### src/rtl/pacc_pkg.sv
package pacc_pkg;
  typedef enum logic [1:0] {
    ADDR_LO   = 2'd0,
    ADDR_HI   = 2'd1,
    ADDR_CTRL = 2'd2,
    ADDR_FLAG = 2'd3
  } pacc_addr_e;

  // strobes from control to datapath
  typedef struct packed {
    logic wrLo;        // load low byte
    logic wrHi;        // load high byte
    logic hiFromUpper; // high byte source: upper half of write data
    logic countEn;     // step the counter this cycle
    logic clrOvf;      // clear overflow flag
  } pacc_stb_t;
endpackage

### src/rtl/pacc_dp.sv
module pacc_dp
  import pacc_pkg::*;
#(
  parameter int BYTE_W = 8,
  localparam int CNT_W = 2 * BYTE_W
) (
  input  logic             clk,
  input  logic             rstN,
  input  pacc_stb_t        stb,
  input  logic [CNT_W-1:0] wrData,
  output logic [CNT_W-1:0] cnt,
  output logic             ovfFlag
);
  logic [BYTE_W-1:0] loByte, hiByte, hiSrc;
  logic carry, ovfSet;

  always_comb begin
    hiSrc  = stb.hiFromUpper ? wrData[CNT_W-1:BYTE_W] : wrData[BYTE_W-1:0];
    carry  = stb.countEn && (loByte == {BYTE_W{1'b1}});
    ovfSet = carry && (hiByte == {BYTE_W{1'b1}});
  end

  always_ff @(posedge clk or negedge rstN) begin
    if (!rstN) begin
      loByte  <= '0;
      hiByte  <= '0;
      ovfFlag <= 1'b0;
    end else begin
      if (stb.wrLo)         loByte <= wrData[BYTE_W-1:0];
      else if (stb.countEn) loByte <= loByte + 1'b1;
      if (stb.wrHi)         hiByte <= hiSrc;
      else if (carry)       hiByte <= hiByte + 1'b1;
      if (ovfSet)           ovfFlag <= 1'b1;
      else if (stb.clrOvf)  ovfFlag <= 1'b0;
    end
  end

  assign cnt = {hiByte, loByte};

  // carry lands on the same edge as the low byte wrap
  p_carry_r3: assert property (@(posedge clk) disable iff (!rstN)
    (stb.countEn && cnt[BYTE_W-1:0] == {BYTE_W{1'b1}} && !stb.wrHi)
      |=> (cnt[BYTE_W-1:0] == '0) && (cnt[CNT_W-1:BYTE_W] == BYTE_W'($past(cnt[CNT_W-1:BYTE_W]) + 1'b1)));

  // full wrap sets the flag
  p_ovf_set_r4: assert property (@(posedge clk) disable iff (!rstN)
    (stb.countEn && cnt == {CNT_W{1'b1}}) |=> ovfFlag);

  // clear without coincident overflow drops the flag
  p_ovf_clr_r5: assert property (@(posedge clk) disable iff (!rstN)
    (stb.clrOvf && !(stb.countEn && cnt == {CNT_W{1'b1}})) |=> !ovfFlag);

  // word load takes the full value in one cycle
  p_word_wr_r9: assert property (@(posedge clk) disable iff (!rstN)
    (stb.wrLo && stb.wrHi && stb.hiFromUpper) |=> cnt == $past(wrData));
endmodule

### src/rtl/pacc_ctrl.sv
module pacc_ctrl
  import pacc_pkg::*;
#(
  parameter int BYTE_W = 8,
  localparam int CNT_W = 2 * BYTE_W
) (
  input  logic             clk,
  input  logic             rstN,
  input  logic             pulse,
  input  logic             wrEn,
  input  logic             wordAcc,
  input  logic [1:0]       addr,
  input  logic [1:0]       ctlBits,
  input  logic [CNT_W-1:0] cnt,
  input  logic             ovfFlag,
  output pacc_stb_t        stb,
  output logic [CNT_W-1:0] rdData,
  output logic             irq
);
  pacc_addr_e a;
  logic chainEn, ovfIe, cntWrite;

  always_comb begin
    a        = pacc_addr_e'(addr);
    cntWrite = wrEn && (a == ADDR_LO || a == ADDR_HI);
    stb.wrLo        = wrEn && (a == ADDR_LO);
    stb.wrHi        = wrEn && ((a == ADDR_LO && wordAcc) || a == ADDR_HI);
    stb.hiFromUpper = (a == ADDR_LO);
    stb.countEn     = pulse && chainEn && !cntWrite;
    stb.clrOvf      = wrEn && (a == ADDR_FLAG) && ctlBits[0];
  end

  always_ff @(posedge clk or negedge rstN) begin
    if (!rstN) begin
      chainEn <= 1'b0;
      ovfIe   <= 1'b0;
    end else if (wrEn && a == ADDR_CTRL) begin
      chainEn <= ctlBits[0];
      ovfIe   <= ctlBits[1];
    end
  end

  always_comb begin
    rdData = '0;
    unique case (a)
      ADDR_LO:   rdData = wordAcc ? cnt : {{BYTE_W{1'b0}}, cnt[BYTE_W-1:0]};
      ADDR_HI:   rdData = {{BYTE_W{1'b0}}, cnt[CNT_W-1:BYTE_W]};
      ADDR_CTRL: rdData = {{(CNT_W-2){1'b0}}, ovfIe, chainEn};
      ADDR_FLAG: rdData = {{(CNT_W-1){1'b0}}, ovfFlag};
    endcase
  end

  assign irq = ovfFlag && ovfIe;

  // no chain enable and no count write -> value holds
  p_hold_r7: assert property (@(posedge clk) disable iff (!rstN)
    (!chainEn && !cntWrite) |=> $stable(cnt));

  // request only with the flag raised
  p_irq_r6: assert property (@(posedge clk) disable iff (!rstN)
    irq |-> ovfFlag);

  // high byte write with a pulse leaves low byte untouched
  p_write_wins_r8: assert property (@(posedge clk) disable iff (!rstN)
    (wrEn && a == ADDR_HI && pulse) |=> cnt[BYTE_W-1:0] == $past(cnt[BYTE_W-1:0]));
endmodule

### src/rtl/pulse_acc16.sv
module pulse_acc16
  import pacc_pkg::*;
#(
  parameter int BYTE_W = 8,
  localparam int CNT_W = 2 * BYTE_W
) (
  input  logic             clk,
  input  logic             rstN,
  input  logic             pulse,
  input  logic             wrEn,
  input  logic             wordAcc,
  input  logic [1:0]       addr,
  input  logic [CNT_W-1:0] wrData,
  output logic [CNT_W-1:0] rdData,
  output logic             irq
);
  pacc_stb_t        stb;
  logic [CNT_W-1:0] cnt;
  logic             ovfFlag;

  pacc_ctrl #(.BYTE_W(BYTE_W)) u_ctrl (
    .clk(clk), .rstN(rstN), .pulse(pulse), .wrEn(wrEn), .wordAcc(wordAcc),
    .addr(addr), .ctlBits(wrData[1:0]), .cnt(cnt), .ovfFlag(ovfFlag),
    .stb(stb), .rdData(rdData), .irq(irq)
  );

  pacc_dp #(.BYTE_W(BYTE_W)) u_dp (
    .clk(clk), .rstN(rstN), .stb(stb), .wrData(wrData),
    .cnt(cnt), .ovfFlag(ovfFlag)
  );
endmodule

### config.mk
export PLATFORM = sky130hd
export DESIGN_NAME = pulse_acc16
export DESIGN_NICKNAME = d
export VERILOG_FILES = /design/src/rtl/pacc_pkg.sv /design/src/rtl/pacc_dp.sv /design/src/rtl/pacc_ctrl.sv /design/src/rtl/pulse_acc16.sv
export SDC_FILE = /design/constraint.sdc
export NUM_CORES = 1
export LEC_CHECK = 0
export ABC_AREA = 1
export BUFFER_PORTS_ARGS = -buffer_cell sky130_fd_sc_hd__buf_4
export CAP_MARGIN = 25
export CORE_UTILIZATION = 35
export CTS_BUF_LIST = sky130_fd_sc_hd__clkbuf_4 sky130_fd_sc_hd__clkbuf_8
export CTS_CLUSTER_SIZE = 10
export DETAILED_ROUTE_END_ITERATION = 12
export SLEW_MARGIN = 40
export SYNTH_ARGS = -nofsm -noshare
export SYNTH_HDL_FRONTEND = slang
export SYNTH_HIERARCHICAL = 1
export SYNTH_SLANG_ARGS = --single-unit
export TNS_END_PERCENT = 1
### constraint.sdc
create_clock -name clk -period 1.5 [get_ports clk]
set_input_delay 0.3 -clock clk [delete_from_list [all_inputs] [get_ports clk]]
set_output_delay 0.3 -clock clk [all_outputs]
set_load 0.03 [all_outputs]
==> results.md <==
- Power density over the cells: roughly 1000 nW/um^2
- Data arrival time of the worst path: about 1.2 ns
- Number of remaining DRC errors: 0
- HP Class: input pin to flip-flop
- Critical R2R Launch: u_dp/hiByte[1]
- Final weighted congestion in routability-driven placement: about 0.8
- Setup-violating endpoint count in the final report: 0
- Crit path time final: 1.47 ns
- Simple-gate area share of the yosys netlist: 36.2%
- Count of standard-cell rows: 22
- Number of antenna violations at the first check in global routing: 0
- Unrepaired setup endpoints after global routing: yes
- Yosys synthesis warning count: 6
- Post-DP HPWL: 3310 um
- Slowest stage cell, crit path: buf_4
- Critical setup path kind: input pin to output pin
- Status: finished clean
- Clock share of power: 17.9%
- Post-route core utilization: ~54%
- Largest net degree at the start of global routing: 20
- Start point of the worst min-delay path: wrData[1]
- Sequential share of the synthesized area: 33.3%
- I/O pin total: 40
- Period utilisation layout: just under 100%
- CP delay by family, top: buffers and inverters
- Total wirelength of the detailed-routed design: 4200 um
- P_sw: a little under 0.0009 W
- H-Tree Depth: 1
- Fraction of synthesized cell area in xor and xnor cells: under 10%
- Number of clock sinks: 19
- Main combinational cell family by area after synthesis: simple AND/OR/NAND/NOR gates
- Crit-path cells: buf_4 > nor2_2 > buf_6 > buf_12 > nand2_1 > o21ai_1 > buf_4
- Worst path bufs/invs: 4
- Unique cell type count in the Yosys netlist: 29
- Core Box Area: roughly 3800 um^2
- Leak: 1.04 nW
- Setup crit start: addr[1]
- Worst-Skew Late Latency: approximately 0.27 ns
- Sw Share: 42.0%
- Final hold violation count: 0
- Delay of the slowest critical-path stage: between 0.15 and 0.2 ns
- Total clock buffers created by CTS: 3
- Filler instances: 395
- Worst Tran Pin Value: 0.377 ns
- Area contributors post-synth: dfrtp_1 33%, nand2_1 14%, nand3_1 8.4%
- Post-synthesis cell count: about 220
- Final count of pins violating max slew: 0
- Post-synthesis adder-cell area fraction: 1.75%
- Worst setup EP type: output pin
- Cell chosen for the clock root: clkbuf_8
- Achievable clock frequency: between 600 and 700 MHz
- Number of synthesized register bits: 19
- Register clock-pin slew on the reported worst setup and hold paths: ~0.08 ns
- Cell Area, Synth: 1430 um^2
- Mapped Avg Cell Area: about 6.6 um^2
- Max-Cap Viols: 0
- Max IR drop VDD: 519 uV
- Global router's overall resource usage: 21.8%
- Gate power share: 42.6%
- Total via count in the routed design: between 1500 and 2000
- Relative slew slack: 74.8%
- Max Fanout on Critical Path: 6
- Aggregate global routing overflow: 0
- Die area: roughly 4300 um^2
- Average wire per standard cell: 12.8 um
- Synthesized-area fraction occupied by ao, oa, aoi and oai cells: 16.8%
- Cell mode on critical path: buf_4
- Sequential share of power: 39.5%
- Nets@finish: 306
- Area growth from synthesis to layout: 42.0%
- Remaining number of nets flagged by the antenna check after routing: 0
- Die X: 65.8 um
- First-pass DRT Iterations: 4
- Deepest clock path buffer count: 2
- Post-synthesis cell type with the largest combined area: dfrtp_1
- Mux share of post-synthesis cell area: 0%
- Iter 0 DRT Violations: 77
- Via/cell ratio: 4.90
- Commonest non-fill, non-tap cell in the layout: buf_4
- Kind of start point of the critical path: input pin
- First-pass GRT wire length: just over 7000 um
- Critical path required time: 1.20 ns
- Total nets after synthesis: 240
- Number of port buffers: 39
- Clock tree from TritonCTS: done
- Most frequent cells in the layout: 63 x buf_4, 53 x nand2_1, 28 x nor2_1, 25 x inv_1, 24 x nand3_1
- Ratio of cells with drive above 1 in the final layout: a little under a third
- Share of the synthesized area in the top cell type: between 30% and 40%
- Fin Clk Skew: ~0.0032 ns
- Die Ht: 65.8 um
- Number of buffers added for setup after CTS: 0
- Internal power of the cells: 0.00123 W
- Number of inserted diodes: 0
- Final TNS setup: 0 ns
- Initial Util: a little under two fifths
- Number of global-route vias before repair: 1525
==> state kept, by name (all words and copies together) (netlist names) <==
name,cells
u_dp/loByte,8
u_dp/ovfFlag,1
u_ctrl/ovfIe,1
u_dp/hiByte,8
u_ctrl/chainEn,1
==> logic make-up (layout without fill, tap and decap cells) <==
kind of cell    count (synthesis)  in the layout
xor+xnor                        4              4
flops                          19             19
simple gates                  117            117
fa+ha+maj                       2              2
buf+inv                        32             97
compound gates                 41             41
==> repair_timing <==
| action | CTS | global route |
|---|---|---|
| endpoints found under the hold margin | 19 | 0 |
| endpoints found under the setup margin | 0 | 15 |
| hold buffers | 1 | 0 |
| resized for setup | 0 | 10 |
==> cell type report <==
type | count | area, um^2 | area share (%)
clock buffer | 3 | 41.3 | 2.04
clock inverter | 1 | 5.00 | 0.247
inverter | 27 | 101 | 5.00
multi-input combinational | 164 | 826 | 40.8
sequential | 19 | 478 | 23.6
tap | 48 | 60.1 | 2.96
timing repair buffer | 66 | 514 | 25.4
==> cells in the mapped netlist <==
cell / instances
nor2_2: 3
a22oi_1: 6
nor2_1: 28
buf_6: 1
xnor2_1: 1
inv_2: 1
xor2_1: 3
nand4_1: 2
nand2_2: 1
dfrtp_1: 19
nor4_1: 1
nor3_1: 1
o21a_1: 1
buf_4: 1
a21oi_1: 6
o211ai_1: 1
o31ai_1: 2
buf_2: 2
nand3_2: 1
clkbuf_1: 1
nor2_4: 1
inv_1: 26
o21ai_0: 21
a21oi_2: 2
ha_1: 2
nand3_1: 24
nand2_1: 53
o22ai_1: 2
nand2_4: 2
==> per-stage QoR <==
stage	worst slack [ns]	hold slack, ns	cells	instance area (um^2)	power, W
after floorplan	0.0105	0.00441	215	1430	0.00136
after global placement	-0.108	0.205	323	1950	0.00172
after detailed placement	-0.140	0.200	323	1950	0.00173
after CTS	0.0000104	0.281	328	2010	0.00212
after global routing	-0.0309	0.289	328	2030	0.00229
final	0.0330	0.285	328	2030	0.00212
==> final timing paths <==
path                                  endpoint  slack, ns  cells after the start
worst max-delay path                 rdData[5]       0.03                      7
worst max register to register  u_dp/hiByte[6]       0.16                      7
worst min register to register    u_ctrl/ovfIe       0.56                      2
worst min-delay path            u_dp/loByte[1]       0.29                      3
min in group asynchronous       u_dp/hiByte[5]       0.44                      2
max in group asynchronous       u_dp/hiByte[3]       0.82                      2
==> tightest hold or removal path: cells and delay by family <==
kind | cells | cell delay [ns]
buffers and inverters | 1 | 0.10
AND/OR/NAND/NOR | 2 | 0.12
==> routing by layer <==
layer / part of all wire, % / vias to the layer above / global-route usage [%] / wire (um)
met5: 0 / - / 0 / 0
met4: 2.1 / 0 / 10.1 / 89
met3: 5.4 / 7 / 2.41 / 226
met2: 43 / 52 / 33.9 / 1800
met1: 50 / 718 / 30.0 / 2080
li1: - / 829 / - / -
==> power by group through the flow <==
stage / Clock, W / Sequential (W) / Combinational, W
3_3_place_gp: 0 / 0.000843 / 0.000881
6_report: 0.000380 / 0.000837 / 0.000903
5_1_grt: 0.000413 / 0.000866 / 0.00101
3_5_place_dp: 0 / 0.000844 / 0.000887
4_1_cts: 0.000394 / 0.000835 / 0.000893
2_1_floorplan: 0 / 0.000795 / 0.000560
Note: power is estimated with default switching activity, not from simulation.
